--- src/rtl/aspi_pkg.sv ---
package aspi_pkg;

    typedef enum logic [2:0] {
        ST_IDLE,
        ST_ADDR,
        ST_CMD,
        ST_GAP,
        ST_REPLY,
        ST_SKIP
    } frame_state_e;

endpackage

--- src/rtl/aspi_sync.sv ---
module aspi_sync #(
    parameter int              WIDTH     = 1,
    parameter int              STAGES    = 2,
    parameter logic [WIDTH-1:0] RESET_VAL = '0
) (
    input  logic             clk_i,
    input  logic             rst_ni,
    input  logic [WIDTH-1:0] d_i,
    output logic [WIDTH-1:0] q_o
);

    logic [WIDTH-1:0] stage_q [STAGES];

    always_ff @(posedge clk_i or negedge rst_ni) begin
        if (!rst_ni) begin
            for (int i = 0; i < STAGES; i++) begin
                stage_q[i] <= RESET_VAL;
            end
        end else begin
            stage_q[0] <= d_i;
            for (int i = 1; i < STAGES; i++) begin
                stage_q[i] <= stage_q[i-1];
            end
        end
    end

    assign q_o = stage_q[STAGES-1];

endmodule

--- src/rtl/aspi_tx_fifo.sv ---
module aspi_tx_fifo #(
    parameter int WIDTH = 8,
    parameter int DEPTH = 4
) (
    input  logic             clk_i,
    input  logic             rst_ni,
    input  logic             flush_i,
    input  logic             push_i,
    input  logic [WIDTH-1:0] data_i,
    input  logic             pop_i,
    output logic [WIDTH-1:0] head_o,
    output logic             full_o,
    output logic             empty_o
);

    localparam int PTR_W = (DEPTH > 1) ? $clog2(DEPTH) : 1;
    localparam int CNT_W = $clog2(DEPTH + 1);
    localparam logic [PTR_W-1:0] LAST_SLOT = PTR_W'(DEPTH - 1);
    localparam logic [CNT_W-1:0] CAPACITY  = CNT_W'(DEPTH);

    logic [WIDTH-1:0] slots [DEPTH];
    logic [PTR_W-1:0] wr_ptr_q, rd_ptr_q;
    logic [CNT_W-1:0] count_q;
    logic             push_ok, pop_ok;

    assign full_o  = (count_q == CAPACITY);
    assign empty_o = (count_q == '0);
    assign push_ok = push_i && !full_o && !flush_i;
    assign pop_ok  = pop_i && !empty_o && !flush_i;
    assign head_o  = slots[rd_ptr_q];

    always_ff @(posedge clk_i) begin
        if (push_ok) begin
            slots[wr_ptr_q] <= data_i;
        end
    end

    always_ff @(posedge clk_i or negedge rst_ni) begin
        if (!rst_ni) begin
            wr_ptr_q <= '0;
            rd_ptr_q <= '0;
            count_q  <= '0;
        end else if (flush_i) begin
            wr_ptr_q <= '0;
            rd_ptr_q <= '0;
            count_q  <= '0;
        end else begin
            if (push_ok) begin
                wr_ptr_q <= (wr_ptr_q == LAST_SLOT) ? '0 : wr_ptr_q + 1'b1;
            end
            if (pop_ok) begin
                rd_ptr_q <= (rd_ptr_q == LAST_SLOT) ? '0 : rd_ptr_q + 1'b1;
            end
            unique case ({push_ok, pop_ok})
                2'b10:   count_q <= count_q + 1'b1;
                2'b01:   count_q <= count_q - 1'b1;
                default: count_q <= count_q;
            endcase
        end
    end

    // A pop request must always find data: the reply path only asks for
    // entries it saw present when the byte was prepared.
    assert_pop_has_data_R5: assert property (@(posedge clk_i) disable iff (!rst_ni)
        pop_i |-> !empty_o);

    // The occupancy never exceeds the configured depth.
    assert_count_bounded_R11: assert property (@(posedge clk_i) disable iff (!rst_ni)
        count_q <= CAPACITY);

    // A full FIFO that gets a write but no read or flush stays full.
    assert_full_write_dropped_R11: assert property (@(posedge clk_i) disable iff (!rst_ni)
        (full_o && push_i && !pop_i && !flush_i) |=> full_o);

endmodule

--- src/rtl/aspi_frame_ctrl.sv ---
module aspi_frame_ctrl
    import aspi_pkg::*;
#(
    parameter int BYTE_W = 8
) (
    input  logic              clk_i,
    input  logic              rst_ni,
    input  logic              cs_act_i,
    input  logic              byte_done_i,
    input  logic [BYTE_W-1:0] byte_i,
    input  logic [BYTE_W-1:0] own_addr_i,
    output frame_state_e      state_o,
    output logic              cmd_valid_o,
    output logic [BYTE_W-1:0] cmd_data_o
);

    frame_state_e state_q, state_d;

    always_comb begin
        state_d = state_q;
        if (!cs_act_i) begin
            state_d = ST_IDLE;
        end else begin
            unique case (state_q)
                ST_IDLE:  state_d = ST_ADDR;
                ST_ADDR:  if (byte_done_i) state_d = (byte_i == own_addr_i) ? ST_CMD : ST_SKIP;
                ST_CMD:   if (byte_done_i) state_d = ST_GAP;
                ST_GAP:   if (byte_done_i) state_d = ST_REPLY;
                ST_REPLY: state_d = ST_REPLY;
                ST_SKIP:  state_d = ST_SKIP;
                default:  state_d = ST_IDLE;
            endcase
        end
    end

    always_ff @(posedge clk_i or negedge rst_ni) begin
        if (!rst_ni) begin
            state_q <= ST_IDLE;
        end else begin
            state_q <= state_d;
        end
    end

    always_ff @(posedge clk_i or negedge rst_ni) begin
        if (!rst_ni) begin
            cmd_valid_o <= 1'b0;
            cmd_data_o  <= '0;
        end else begin
            cmd_valid_o <= cs_act_i && byte_done_i && (state_q == ST_CMD);
            if (cs_act_i && byte_done_i && (state_q == ST_CMD)) begin
                cmd_data_o <= byte_i;
            end
        end
    end

    assign state_o = state_q;

    // The command strobe lasts a single clock.
    assert_cmd_strobe_single_R1: assert property (@(posedge clk_i) disable iff (!rst_ni)
        cmd_valid_o |=> !cmd_valid_o);

    // A skipped frame stays skipped until chip-select ends it.
    assert_skip_holds_R3: assert property (@(posedge clk_i) disable iff (!rst_ni)
        (state_q == ST_SKIP) |=> (state_q == ST_SKIP || state_q == ST_IDLE));

    // No command strobe can follow a skipped address.
    assert_skip_no_cmd_R3: assert property (@(posedge clk_i) disable iff (!rst_ni)
        (state_q == ST_SKIP) |=> !cmd_valid_o);

endmodule

--- src/rtl/aspi_slave.sv ---
module aspi_slave
    import aspi_pkg::*;
#(
    parameter int BYTE_W      = 8,
    parameter int FIFO_DEPTH  = 4,
    parameter int SYNC_STAGES = 2
) (
    input  logic              clk_i,
    input  logic              rst_ni,
    input  logic [BYTE_W-1:0] own_addr_i,
    input  logic              sclk_i,
    input  logic              cs_ni,
    input  logic              mosi_i,
    output logic              miso_o,
    output logic              miso_oe_o,
    input  logic              wr_en_i,
    input  logic [BYTE_W-1:0] wr_data_i,
    output logic              full_o,
    output logic              cmd_valid_o,
    output logic [BYTE_W-1:0] cmd_data_o,
    output logic              underflow_o
);

    localparam int                  BIT_CNT_W = $clog2(BYTE_W);
    localparam logic [BIT_CNT_W-1:0] LAST_BIT  = BIT_CNT_W'(BYTE_W - 1);
    localparam logic [BYTE_W-1:0]    FILL_BYTE = '1;

    // Input synchronisation: {chip-select, clock, data}; chip-select idles high.
    logic [2:0] pins_raw, pins_sync;
    logic       cs_n_s, sclk_s, mosi_s;

    assign pins_raw = {cs_ni, sclk_i, mosi_i};

    aspi_sync #(
        .WIDTH     (3),
        .STAGES    (SYNC_STAGES),
        .RESET_VAL (3'b100)
    ) u_sync (
        .clk_i  (clk_i),
        .rst_ni (rst_ni),
        .d_i    (pins_raw),
        .q_o    (pins_sync)
    );

    assign {cs_n_s, sclk_s, mosi_s} = pins_sync;

    // Edge detection on the synchronised pins.
    logic sclk_q, cs_n_q;
    logic cs_act, sclk_rise, sclk_fall, cs_end;

    always_ff @(posedge clk_i or negedge rst_ni) begin
        if (!rst_ni) begin
            sclk_q <= 1'b0;
            cs_n_q <= 1'b1;
        end else begin
            sclk_q <= sclk_s;
            cs_n_q <= cs_n_s;
        end
    end

    assign cs_act    = !cs_n_s;
    assign sclk_rise = cs_act && sclk_s && !sclk_q;
    assign sclk_fall = cs_act && !sclk_s && sclk_q;
    assign cs_end    = cs_n_s && !cs_n_q;

    // Receive shifter and bit counter.
    logic [BIT_CNT_W-1:0] bit_cnt_q;
    logic [BYTE_W-1:0]    rx_sr_q;
    logic [BYTE_W-1:0]    rx_byte;
    logic                 byte_done;

    assign rx_byte   = {rx_sr_q[BYTE_W-2:0], mosi_s};
    assign byte_done = sclk_rise && (bit_cnt_q == LAST_BIT);

    always_ff @(posedge clk_i or negedge rst_ni) begin
        if (!rst_ni) begin
            bit_cnt_q <= '0;
            rx_sr_q   <= '0;
        end else if (!cs_act) begin
            bit_cnt_q <= '0;
        end else if (sclk_rise) begin
            rx_sr_q   <= rx_byte;
            bit_cnt_q <= (bit_cnt_q == LAST_BIT) ? '0 : bit_cnt_q + 1'b1;
        end
    end

    // Frame controller.
    frame_state_e state;

    aspi_frame_ctrl #(
        .BYTE_W (BYTE_W)
    ) u_frame_ctrl (
        .clk_i       (clk_i),
        .rst_ni      (rst_ni),
        .cs_act_i    (cs_act),
        .byte_done_i (byte_done),
        .byte_i      (rx_byte),
        .own_addr_i  (own_addr_i),
        .state_o     (state),
        .cmd_valid_o (cmd_valid_o),
        .cmd_data_o  (cmd_data_o)
    );

    // Transmit FIFO.
    logic [BYTE_W-1:0] fifo_head;
    logic              fifo_empty, fifo_full, fifo_pop;

    aspi_tx_fifo #(
        .WIDTH (BYTE_W),
        .DEPTH (FIFO_DEPTH)
    ) u_tx_fifo (
        .clk_i   (clk_i),
        .rst_ni  (rst_ni),
        .flush_i (cs_end),
        .push_i  (wr_en_i),
        .data_i  (wr_data_i),
        .pop_i   (fifo_pop),
        .head_o  (fifo_head),
        .full_o  (fifo_full),
        .empty_o (fifo_empty)
    );

    assign full_o = fifo_full;

    // Transmit path: peek the head on the falling edge that ends a byte,
    // commit the pop on the first rising edge of the byte that carries it.
    logic [BYTE_W-1:0] tx_sr_q, load_byte;
    logic              miso_q, oe_q, from_fifo_q, underflow_q, byte_start;

    assign load_byte  = fifo_empty ? FILL_BYTE : fifo_head;
    assign byte_start = sclk_rise && (bit_cnt_q == '0) && (state == ST_REPLY);
    assign fifo_pop   = byte_start && from_fifo_q;

    always_ff @(posedge clk_i or negedge rst_ni) begin
        if (!rst_ni) begin
            tx_sr_q     <= '0;
            miso_q      <= 1'b0;
            oe_q        <= 1'b0;
            from_fifo_q <= 1'b0;
        end else if (!cs_act) begin
            oe_q        <= 1'b0;
            from_fifo_q <= 1'b0;
        end else if (sclk_fall && (state == ST_REPLY)) begin
            if (bit_cnt_q == '0) begin
                miso_q      <= load_byte[BYTE_W-1];
                tx_sr_q     <= load_byte << 1;
                from_fifo_q <= !fifo_empty;
                oe_q        <= 1'b1;
            end else begin
                miso_q  <= tx_sr_q[BYTE_W-1];
                tx_sr_q <= tx_sr_q << 1;
            end
        end
    end

    always_ff @(posedge clk_i or negedge rst_ni) begin
        if (!rst_ni) begin
            underflow_q <= 1'b0;
        end else if (byte_start && !from_fifo_q) begin
            underflow_q <= 1'b1;
        end
    end

    assign miso_o      = miso_q;
    assign miso_oe_o   = oe_q;
    assign underflow_o = underflow_q;

    // MISO drive is only ever enabled while replying.
    assert_quiet_before_reply_R4: assert property (@(posedge clk_i) disable iff (!rst_ni)
        (state != ST_REPLY) |-> !oe_q);

    // Outside the reply phase a full FIFO is never drained.
    assert_fifo_held_R6: assert property (@(posedge clk_i) disable iff (!rst_ni)
        (cs_act && state != ST_REPLY && fifo_full) |=> fifo_full);

    // The underflow flag never clears once set.
    assert_underflow_sticky_R7: assert property (@(posedge clk_i) disable iff (!rst_ni)
        underflow_q |=> underflow_q);

    // Deselect always releases the pad next cycle.
    assert_release_on_deselect_R9: assert property (@(posedge clk_i) disable iff (!rst_ni)
        !cs_act |=> !oe_q);

endmodule

--- config.mk ---
export PLATFORM = sky130hd
export DESIGN_NAME = aspi_slave
export DESIGN_NICKNAME = d
export VERILOG_FILES = /design/src/rtl/aspi_pkg.sv /design/src/rtl/aspi_sync.sv /design/src/rtl/aspi_tx_fifo.sv /design/src/rtl/aspi_frame_ctrl.sv /design/src/rtl/aspi_slave.sv
export SDC_FILE = /design/constraint.sdc
export NUM_CORES = 1
export LEC_CHECK = 0
export ABC_AREA = 1
export BUFFER_PORTS_ARGS = -buffer_cell sky130_fd_sc_hd__buf_2
export CAP_MARGIN = 10
export CORE_MARGIN = 8
export CORE_UTILIZATION = 33
export CTS_CLUSTER_DIAMETER = 200
export DETAILED_ROUTE_END_ITERATION = 8
export GPL_ROUTABILITY_DRIVEN = 0
export HOLD_SLACK_MARGIN = 0.12
export SETUP_SLACK_MARGIN = 0.4
export SLEW_MARGIN = 20
export SYNTH_ARGS = -nofsm -noshare
export SYNTH_HDL_FRONTEND = slang
export SYNTH_SLANG_ARGS = --single-unit
--- constraint.sdc ---
create_clock -name clk_i -period 1.9 [get_ports clk_i]
set_input_delay 0.19 -clock clk_i [delete_from_list [all_inputs] [get_ports clk_i]]
set_output_delay 0.19 -clock clk_i [all_outputs]
set_load 0.1 [all_outputs]
==> impl_metrics.json, run 1 <==
{
  "drt-vias-per-instance": 4.38,
  "power.share.combinational_pct": 27.5,
  "route.antenna.remaining_nets": 0,
  "worstPathMaxFanout": 2,
  "maxCapViolations": 0,
  "floorplan.initialDensity_pct": 33.5,
  "max-slew-margin-rel_pct": 60.0,
  "synth.net_count": 395,
  "number_of_warnings_issued_by_yosys": 0,
  "initial_antenna_violation_count": 0,
  "finish.net_count": 470,
  "detail_route.iter0.violations": 97,
  "post_route_cells_drive_above_1_share_pct": 27.9,
  "syn-cell-area_um2": 3580,
  "worst-slew-pin-transition_ps": 599,
  "min_path_type": "primary input to flip-flop",
  "nFillCells": 1035,
  "pin_count_of_the_biggest_net_entering_global_routing": 49,
  "critical_path_end_type": "flip-flop",
  "cts_num_sinks": 80,
  "setup_tns_ps": 0,
  "clkPwrFrac_pct": 27.6,
  "pleak_nw": 2.11,
  "seq_area_frac_synth_pct": 60.5,
  "powerDensity_nw_per_um2": 1120,
  "mostFrequentLayoutCells": "nand2_1, dfrtp_1, inv_1",
  "timing.hold.worst.start": "wr_en_i",
  "regToRegEndpoint": "u_tx_fifo.count_q[2]",
  "mostFrequentLayoutCell": "nand2_1",
  "clock_tree.root_cell": "clkbuf_8",
  "i_o_buffers": 34,
  "rsz_0062_raised_after_global_routing": "true",
  "worst_setup_path_start_kind": "flip-flop",
  "insertedDiodeCount": 0,
  "final.hold.worst_slack_ps": 334,
  "vias_in_the_first_global_route": 2572,
  "cts.clk_slew.worst_paths_ps": 90,
  "dp_cells": 540,
  "gr-usage-all-layers_pct": 10.2,
  "drt_drc_violations_left": 0,
  "pre_cts_worst_setup_slack_ps": 52.8,
  "r2r_start": "bit_cnt_q[1]",
  "seq_power_share_pct": 44.9,
  "via_count": 2556,
  "clock.fmax_mhz": 576,
  "hold-path-cell-count": 5,
  "worst-setup-path-type": "flip-flop to flip-flop",
  "power.switching_mw": 1.67,
  "netlist-cell-type-count": 35,
  "postSynthRegisterBits": 80,
  "die_area_um2": 14400,
  "boundaryPins": 35,
  "r2r_setup_slack_ps": 160,
  "cts_max_level": 3,
  "synth_cells": 364,
  "final-setup-viol-count": 0,
  "die_h_um": 120,
  "reg2regPathDepth": 13,
  "vdd_ir_drop_max_mv": 0.499,
  "area_growth_syn_to_layout_pct": 26.6,
  "grt_first_pass_wirelength_um": 11900,
  "multi_input_comb_area_um2": 1280,
  "final.min_clock_period_ps": 1740,
  "routed_wl_um": 7010,
  "final-seq-area_um2": 2170,
  "switching_share_pct": 33.0,
  "place.detailed.hpwl_um": 4930,
  "total_global_routing_overflow": 0,
  "min_to": "u_tx_fifo.wr_ptr_q[1]",
  "clock-skew-final_ps": 10.2,
  "power_mw": 5.06,
  "routedWlPerCell_um": 12.0,
  "cts_tree": "built",
  "insertion_delay_ps": 350,
  "chipWidth_um": 120,
  "numCtsBuffers": 9,
  "core_area_um2": 10700,
  "intPower_mw": 3.39,
  "timing.final.ws_setup_ps": 163,
  "synth_area_per_cell_um2": 9.84,
  "critPathRequiredTime_ps": 2150,
  "final_slew_violations": 0,
  "number_of_cells_in_the_finished_layout_apart_from_fillers": 584,
  "rows": 38,
  "drt_first_pass_iters": 4,
  "worst-endpoint-arrival_ps": 1980,
  "finalCritPeriodShare_pct": 91.4,
  "cts.path.max_buffers": 2,
  "status": "finished, final reports clean",
  "hold_viol": 0
}
sequential cells by signal (all words and copies together), names as in the netlist, 2 cells and up:
name / flops
bit_cnt_q: 3
rx_sr_q: 7
tx_sr_q: 7
u_frame_ctrl.cmd_data_o: 8
u_frame_ctrl.state_o: 3
u_sync.q_o: 3
u_sync.stage_q: 3
u_tx_fifo.count_q: 3
u_tx_fifo.rd_ptr_q: 2
u_tx_fifo.slots: 32
u_tx_fifo.wr_ptr_q: 2
worst max-delay path by stage:
stage                                        from                    to  slack [ps]  cells after the start
after floorplan                     u_sync.q_o[2]  u_tx_fifo.count_q[2]         100                     12
final                                bit_cnt_q[1]  u_tx_fifo.count_q[2]         160                     13
after global placement    u_frame_ctrl.state_o[0]  u_tx_fifo.count_q[2]         120                     12
after detailed placement  u_frame_ctrl.state_o[0]  u_tx_fifo.count_q[2]          50                     12
after CTS                           u_sync.q_o[2]  u_tx_fifo.count_q[2]         150                     12
after global routing                 bit_cnt_q[1]  u_tx_fifo.count_q[2]          60                     13
power groups by stage:
stage / combinational (mW) / sequential, mW / clock (mW)
floorplan: 0.750 / 2.44 / 0
global placement: 1.15 / 2.31 / 0
detailed placement: 1.18 / 2.32 / 0
CTS: 1.35 / 2.27 / 1.45
global route: 1.55 / 2.31 / 1.51
finish: 1.39 / 2.27 / 1.40
timing repair:
item                                   CTS  global route
setup endpoints to repair               36            55
setup buffers                           10             6
resized for setup                       10             4
pin swaps                                4             2
hold buffers                            12             0
endpoints found under the hold margin   80             0
per-stage QoR:
stage | util (%) | instance area (um2)
floorplan | - | 3650
global placement | 37.6 | 4030
detailed placement | 37.6 | 4030
CTS | 41.8 | 4470
global route | 42.4 | 4530
finish | 42.4 | 4530
logic make-up (layout without fill, tap and decap cells):
kind of cell	Yosys count	after routing	share of synthesized area, %
flops	80	80	60.5
simple gates	162	162	19.8
xor+xnor	2	2	0.489
compound gates	55	55	9.57
buf+inv	56	136	6.29
fa+ha+maj	9	9	3.35
critical path, stage by stage, from the launching register on:
cell	delay [ps]
dfrtp_1	400
inv_2	90
ha_4	140
nand2_4	60
a21oi_4	120
nand3_2	110
nor2_4	120
fa_2	220
xnor2_2	120
inv_1	50
nand2_1	60
nand2_1	50
nand2_1	50
nand2_1	50
layout make-up:
cell class | count | share of cell area (%)
Clock inverter | 7 | 2.26
Timing Repair Buffer | 71 | 11.0
Tap cell | 140 | 3.86
Multi-Input combinational cell | 228 | 28.3
Sequential cell | 80 | 47.8
Clock buffer | 9 | 2.73
Inverter | 49 | 4.11
per-layer routing:
layer / global-route usage, % / up-vias / part of all wire, %
met5: 0 / - / 0
met4: 2.81 / 0 / 1.0
met3: 3.59 / 7 / 4.4
met1: 12.0 / 1175 / 45
met2: 17.5 / 40 / 50
li1: - / 1334 / -
cells in the mapped netlist:
cell / number / area share, %
a21oi_1: 2 / 0.28
a21oi_4: 1 / 0.45
a31o_2: 1 / 0.24
buf_2: 4 / 0.56
buf_6: 1 / 0.31
clkbuf_1: 2 / 0.21
dfrtp_1: 45 / 31
dfstp_2: 3 / 2.2
edfxtp_1: 32 / 27
fa_1: 1 / 0.56
ha_1: 8 / 2.8
inv_1: 41 / 4.3
inv_2: 7 / 0.73
inv_4: 1 / 0.17
nand2_1: 91 / 9.5
nand2_2: 4 / 0.70
nand2_4: 2 / 0.63
nand3_1: 7 / 0.98
nand3_2: 2 / 0.56
nand3_4: 1 / 0.49
nand4_2: 1 / 0.35
nor2_1: 41 / 4.3
nor2_2: 6 / 1.0
nor2_4: 1 / 0.31
nor3_1: 4 / 0.56
o211ai_1: 17 / 3.6
o21ai_0: 17 / 2.4
o21ai_1: 13 / 1.8
o21bai_1: 1 / 0.21
o221ai_1: 1 / 0.24
o22ai_1: 1 / 0.17
o31ai_1: 1 / 0.21
or2_2: 2 / 0.35
xnor2_1: 1 / 0.24
xor2_1: 1 / 0.24
Note: power is estimated with default switching activity, not from simulation.
==> inputs of run 2 (changes only) <==
Settings changed: REMOVE_ABC_BUFFERS from default to 1.
Clock period 1.9 ns to 1.5 ns, I/O delays scaled along.
==> impl_metrics.json, run 2 (synthesis results as in run 1) <==
{
  "status": "finished, violations left",
  "failed_checks": "negative setup slack",
  "dpl-instance-area_um2": 4150,
  "route.antenna.remaining_nets": 0,
  "floorplan.initialDensity_pct": 33.5,
  "globalRouteMet2Util_pct": 18.6,
  "finish.utilization_pct": 49.2,
  "maxCapViolations": 0,
  "grt_first_pass_wirelength_um": 12500,
  "pleak_nw": 2.37,
  "worst_setup_path_startpoint": "u_sync.q_o[2]",
  "critPathRequiredTime_ps": 1740,
  "insertedDiodeCount": 0,
  "postLayoutCellArea_um2": 5260,
  "mostFrequentLayoutCell": "nand2_1",
  "rsz_0062_raised_after_global_routing": "true",
  "gr-usage-all-layers_pct": 10.6,
  "post_route_cells_drive_above_1_share_pct": 38.2,
  "boundaryPins": 35,
  "cts.clk_slew.worst_paths_ps": 90,
  "critical_path_end_type": "flip-flop",
  "worst-setup-path-type": "flip-flop to flip-flop",
  "die_area_um2": 14400,
  "r2r_setup_slack_ps": -240,
  "chipWidth_um": 120,
  "max-slew-margin-rel_pct": 77.5,
  "cts_num_sinks": 80,
  "dp_cells": 562,
  "clock_tree.root_cell": "clkbuf_8",
  "switching_share_pct": 33.2,
  "numCtsBuffers": 9,
  "worst-endpoint-arrival_ps": 1990,
  "regToRegEndpoint": "u_tx_fifo.count_q[2]",
  "nFillCells": 957,
  "worstPathMaxFanout": 3,
  "intPower_mw": 4.61,
  "pre_cts_worst_setup_slack_ps": -355,
  "routed_wl_um": 7960,
  "place.detailed.hpwl_um": 5060,
  "finish.net_count": 503,
  "worst-slew-pin-transition_ps": 337,
  "timing.final.ws_setup_ps": -242,
  "powerDensity_nw_per_um2": 1310,
  "crit_path_end": "u_tx_fifo.count_q[2]",
  "finalCritPeriodShare_pct": 116,
  "power.switching_mw": 2.29,
  "drt-vias-per-instance": 4.56,
  "grt_use_met1_pct": 12.1,
  "via_count": 2811,
  "number_of_cells_in_the_finished_layout_apart_from_fillers": 617,
  "grt.busiest_layer": "met2",
  "cts.path.max_buffers": 2,
  "reg.largest.list": "u_tx_fifo.slots: 32 flops, u_frame_ctrl.cmd_data_o: 8 flops",
  "final_slew_violations": 0,
  "routedWlPerCell_um": 12.9,
  "reg2regPathDepth": 12,
  "final.min_clock_period_ps": 1740,
  "clkPwrFrac_pct": 24.9,
  "insertion_delay_ps": 350,
  "final.hold.worst_slack_ps": 303,
  "cts_max_level": 3,
  "pin_count_of_the_biggest_net_entering_global_routing": 49,
  "vias_in_the_first_global_route": 2732,
  "grt_use_met3_pct": 3.36,
  "power_mw": 6.90,
  "core_area_um2": 10700,
  "drt_first_pass_iters": 4,
  "cts_tree": "built",
  "clock.fmax_mhz": 574,
  "setup_tns_ps": -1260,
  "final-setup-viol-count": 15,
  "clock-skew-final_ps": 10.7,
  "area_growth_syn_to_layout_pct": 46.9,
  "power.share.combinational_pct": 33.2,
  "drt_drc_violations_left": 0,
  "rows": 38,
  "detail_route.iter0.violations": 123,
  "worst_setup_path_start_kind": "flip-flop",
  "initial_antenna_violation_count": 0,
  "r2r_start": "u_sync.q_o[2]",
  "max_flop_register": "u_tx_fifo.slots",
  "vdd_ir_drop_max_mv": 0.685,
  "i_o_buffers": 34,
  "mostFrequentLayoutCells": "nand2_1, dfrtp_1, buf_4",
  "die_h_um": 120,
  "min_path_type": "primary input to asynchronous set/reset pin",
  "seq_power_share_pct": 41.8,
  "total_global_routing_overflow": 0,
  "hold_viol": 0,
  "max_ffs_per_register": 32
}
==> run 2: cell count changes in the layout (fill, tap and decap cells not counted), sizes merged <==
cell and change:
inv -3, nand2 +2, buf +30, clkinvlp +1, clkbuf +3
==> run 2: power by group through the flow <==
stage / logic [mW] / clock network, mW / registers [mW]
after floorplan: 0.876 / 0 / 3.09
after global placement: 1.67 / 0 / 2.88
after detailed placement: 1.70 / 0 / 2.89
after CTS: 2.11 / 1.75 / 2.87
after global routing: 2.50 / 1.86 / 2.92
final: 2.29 / 1.72 / 2.88
==> run 2: layout make-up <==
cell class	instances	area, um2	share of cell area [%]
clock buffer	11	131	2.50
clock inverter	5	81.3	1.55
inverter	49	203	3.85
multi-input combinational	230	1490	28.3
sequential	80	2170	41.2
tap	140	175	3.33
timing repair buffer	102	1020	19.3
==> run 2: worst min path at each step <==
stage	from	endpoint	slack, ps	depth (start not counted)
detailed placement	rst_ni	u_frame_ctrl.cmd_valid_o	160	2
CTS	wr_en_i	u_tx_fifo.count_q[2]	300	8
global placement	rst_ni	u_frame_ctrl.cmd_data_o[3]	160	2
finish	rst_ni	u_frame_ctrl.cmd_valid_o	300	3
floorplan	rst_ni	bit_cnt_q[0]	-150	0
global route	wr_en_i	u_tx_fifo.wr_ptr_q[1]	330	6
==> run 2: timing repair <==
action	in CTS	in global routing
endpoints found under the setup margin	82	85
cloned	0	3
resized for setup	89	65
hold buffers	12	0
pin swaps	18	16
hold endpoints to repair	83	0
buffers inserted	13	11
==> run 2: critical path, cell delays in order (launching register included) <==
cell	delay [ps]
dfstp_2	560
inv_4	50
nand3_4	70
nor2_4	60
nand3_4	70
nor2_4	40
fa_2	350
xnor2_2	190
inv_1	50
nand2_1	50
nand2_1	40
nand2_1	60
nand2_1	40
==> run 2: routing by layer <==
layer | vias up | wire length [um]
met5 | - | 0
met1 | 1354 | 3380
met2 | 41 | 4150
met3 | 11 | 332
met4 | 0 | 103
li1 | 1405 | -
==> inputs of run 3 (changes only) <==
Settings changed: CORE_UTILIZATION 33 to 45, PLACE_DENSITY from default to 0.66.
==> impl_metrics.json, run 3 (synthesis results as in run 1) <==
{
  "status": "finished, violations left",
  "failed_checks": "negative setup slack",
  "pin_count_of_the_biggest_net_entering_global_routing": 26,
  "clock_tree.root_cell": "clkbuf_8",
  "chipWidth_um": 105,
  "rsz_0062_raised_after_global_routing": "true",
  "cts_tree": "built",
  "critical_path.most_common_cell": "nand2_1",
  "vdd_ir_drop_max_mv": 0.810,
  "clock-skew-final_ps": 13.4,
  "cts.clk_slew.worst_paths_ps": 80,
  "numCtsBuffers": 9,
  "drt_drc_violations_left": 0,
  "reg.largest.list": "u_tx_fifo.slots: 32 flops, u_frame_ctrl.cmd_data_o: 8 flops",
  "clock.fmax_mhz": 556,
  "setup_tns_ps": -1060,
  "area_growth_syn_to_layout_pct": 53.3,
  "finish.utilization_pct": 71.0,
  "routed_wl_um": 9200,
  "worst-endpoint-arrival_ps": 2030,
  "drt_first_pass_iters": 4,
  "crit_chain": "inv_4 > nand3_4 > nor2_4 > nand3_2 > nor2_4 > fa_2 > xnor2_2 > inv_1 > nand2_1 > nand2_1 > nand2_1 > nand2_1",
  "i_o_buffers": 34,
  "mostFrequentLayoutCells": "nand2_1, dfrtp_1, buf_4",
  "worst-slew-pin-transition_ps": 319,
  "total_global_routing_overflow": 0,
  "power_mw": 7.12,
  "boundaryPins": 35,
  "detail_route.iter0.violations": 156,
  "mostFrequentLayoutCell": "nand2_1",
  "worst_path_max_delay_cell": "dfstp_2",
  "pre_cts_worst_setup_slack_ps": -369,
  "multi_input_comb_area_um2": 1570,
  "routedWlPerCell_um": 15.5,
  "finish.net_count": 517,
  "via_count": 2952,
  "core_area_um2": 7730,
  "nFillCells": 472,
  "floorplan.initialDensity_pct": 46.3,
  "hold_viol": 0,
  "critPathMaxStageDelay_ps": 580,
  "rows": 32,
  "max-slew-margin-rel_pct": 78.7,
  "critPathRequiredTime_ps": 1730,
  "place.detailed.hpwl_um": 5070,
  "gr-usage-all-layers_pct": 14.5,
  "die_area_um2": 11100,
  "route.antenna.remaining_nets": 0,
  "critical_path_end_type": "flip-flop",
  "timing.final.ws_setup_ps": -297,
  "maxCapViolations": 0,
  "final-setup-viol-count": 13,
  "vias_in_the_first_global_route": 2711,
  "finalCritPeriodShare_pct": 120,
  "max_ffs_per_register": 32,
  "pleak_nw": 2.45,
  "worst_setup_path_start_kind": "flip-flop",
  "grt_first_pass_wirelength_um": 12900,
  "insertedDiodeCount": 0,
  "worst-setup-path-type": "flip-flop to flip-flop",
  "powerDensity_nw_per_um2": 1300,
  "max_flop_register": "u_tx_fifo.slots",
  "post_route_cells_drive_above_1_share_pct": 41.8,
  "final.min_clock_period_ps": 1800,
  "worstPathMaxFanout": 3,
  "die_h_um": 105,
  "initial_antenna_violation_count": 0,
  "drt-vias-per-instance": 4.98,
  "min_path_type": "primary input to flip-flop",
  "final_slew_violations": 0,
  "insertion_delay_ps": 350,
  "cts_num_sinks": 80,
  "cts.path.max_buffers": 2,
  "final-seq-area_um2": 2170,
  "cts_max_level": 3
}
## run 3: cell types whose count changed in the layout (fill, tap and decap cells not counted), moves of 4 or more
| cell | change |
|---|---|
| buf_6 | +11 |
| nand2_1 | -5 |
| nand2_2 | +7 |
| nand2_4 | -4 |
## run 3: report_power, final
part	leakage, nW	switching (mW)	internal [mW]
Clock	0.104	0.791	0.933
Sequential	0.916	0.233	2.66
Combinational	1.43	1.41	1.10
## run 3: final timing paths
| kind | startpoint | cells past startpoint | slack, ps | to |
|---|---|---|---|---|
| worst max-delay path | u_sync.q_o[2] | 12 | -300 | u_tx_fifo.count_q[2] |
| max in group asynchronous | rst_ni | 3 | 890 | u_sync.stage_q[5] |
| worst max register to register | u_sync.q_o[2] | 12 | -300 | u_tx_fifo.count_q[2] |
| min in group asynchronous | rst_ni | 3 | 310 | rx_sr_q[2] |
| worst min-delay path | wr_en_i | 5 | 180 | u_tx_fifo.wr_ptr_q[1] |
| worst min register to register | u_sync.stage_q[3] | 0 | 350 | u_sync.q_o[0] |
## run 3: critical path, delay by kind of cell (launching register included)
family                   cells  cell delay [ps]
AND/OR/NAND/NOR              8              490
flip-flops                   1              580
buffers and inverters        2              120
XOR/XNOR                     1              150
adder cells (fa/ha/maj)      1              350
## run 3: per-stage QoR
| step | instances | hold WS, ps | area (um2) |
|---|---|---|---|
| CTS | 570 | 165 | 4960 |
| detailed placement | 526 | 158 | 4100 |
| global placement | 526 | 155 | 4100 |
| global route | 593 | 193 | 5490 |
| finish | 593 | 184 | 5490 |
| floorplan | 357 | -146 | 3540 |
## run 3: routing by layer
layer	routed length [um]	track usage [%]	share of wire [%]	vias to the layer above
met5	0	0	0	-
met4	127	5.81	1.4	0
met2	4720	22.6	51	82
met3	383	4.12	4.2	11
li1	-	-	-	1432
met1	3970	18.5	43	1427
## run 3: what timing repair did
| item | in CTS | in global routing |
|---|---|---|
| gates resized for setup | 119 | 71 |
| setup buffers | 15 | 20 |
| endpoints found under the hold margin | 83 | 0 |
| hold buffers | 12 | 0 |
| pin swaps | 16 | 29 |
| endpoints found under the setup margin | 85 | 85 |
| gates cloned | 1 | 3 |
## run 3: layout make-up
type	count	share of cell area, %
multi-input cells	230	28.7
clock inverters	6	1.55
well taps	102	2.32
inverters	49	3.94
clock buffers	10	2.32
repair buffers	116	21.7
flip-flops and latches	80	39.4
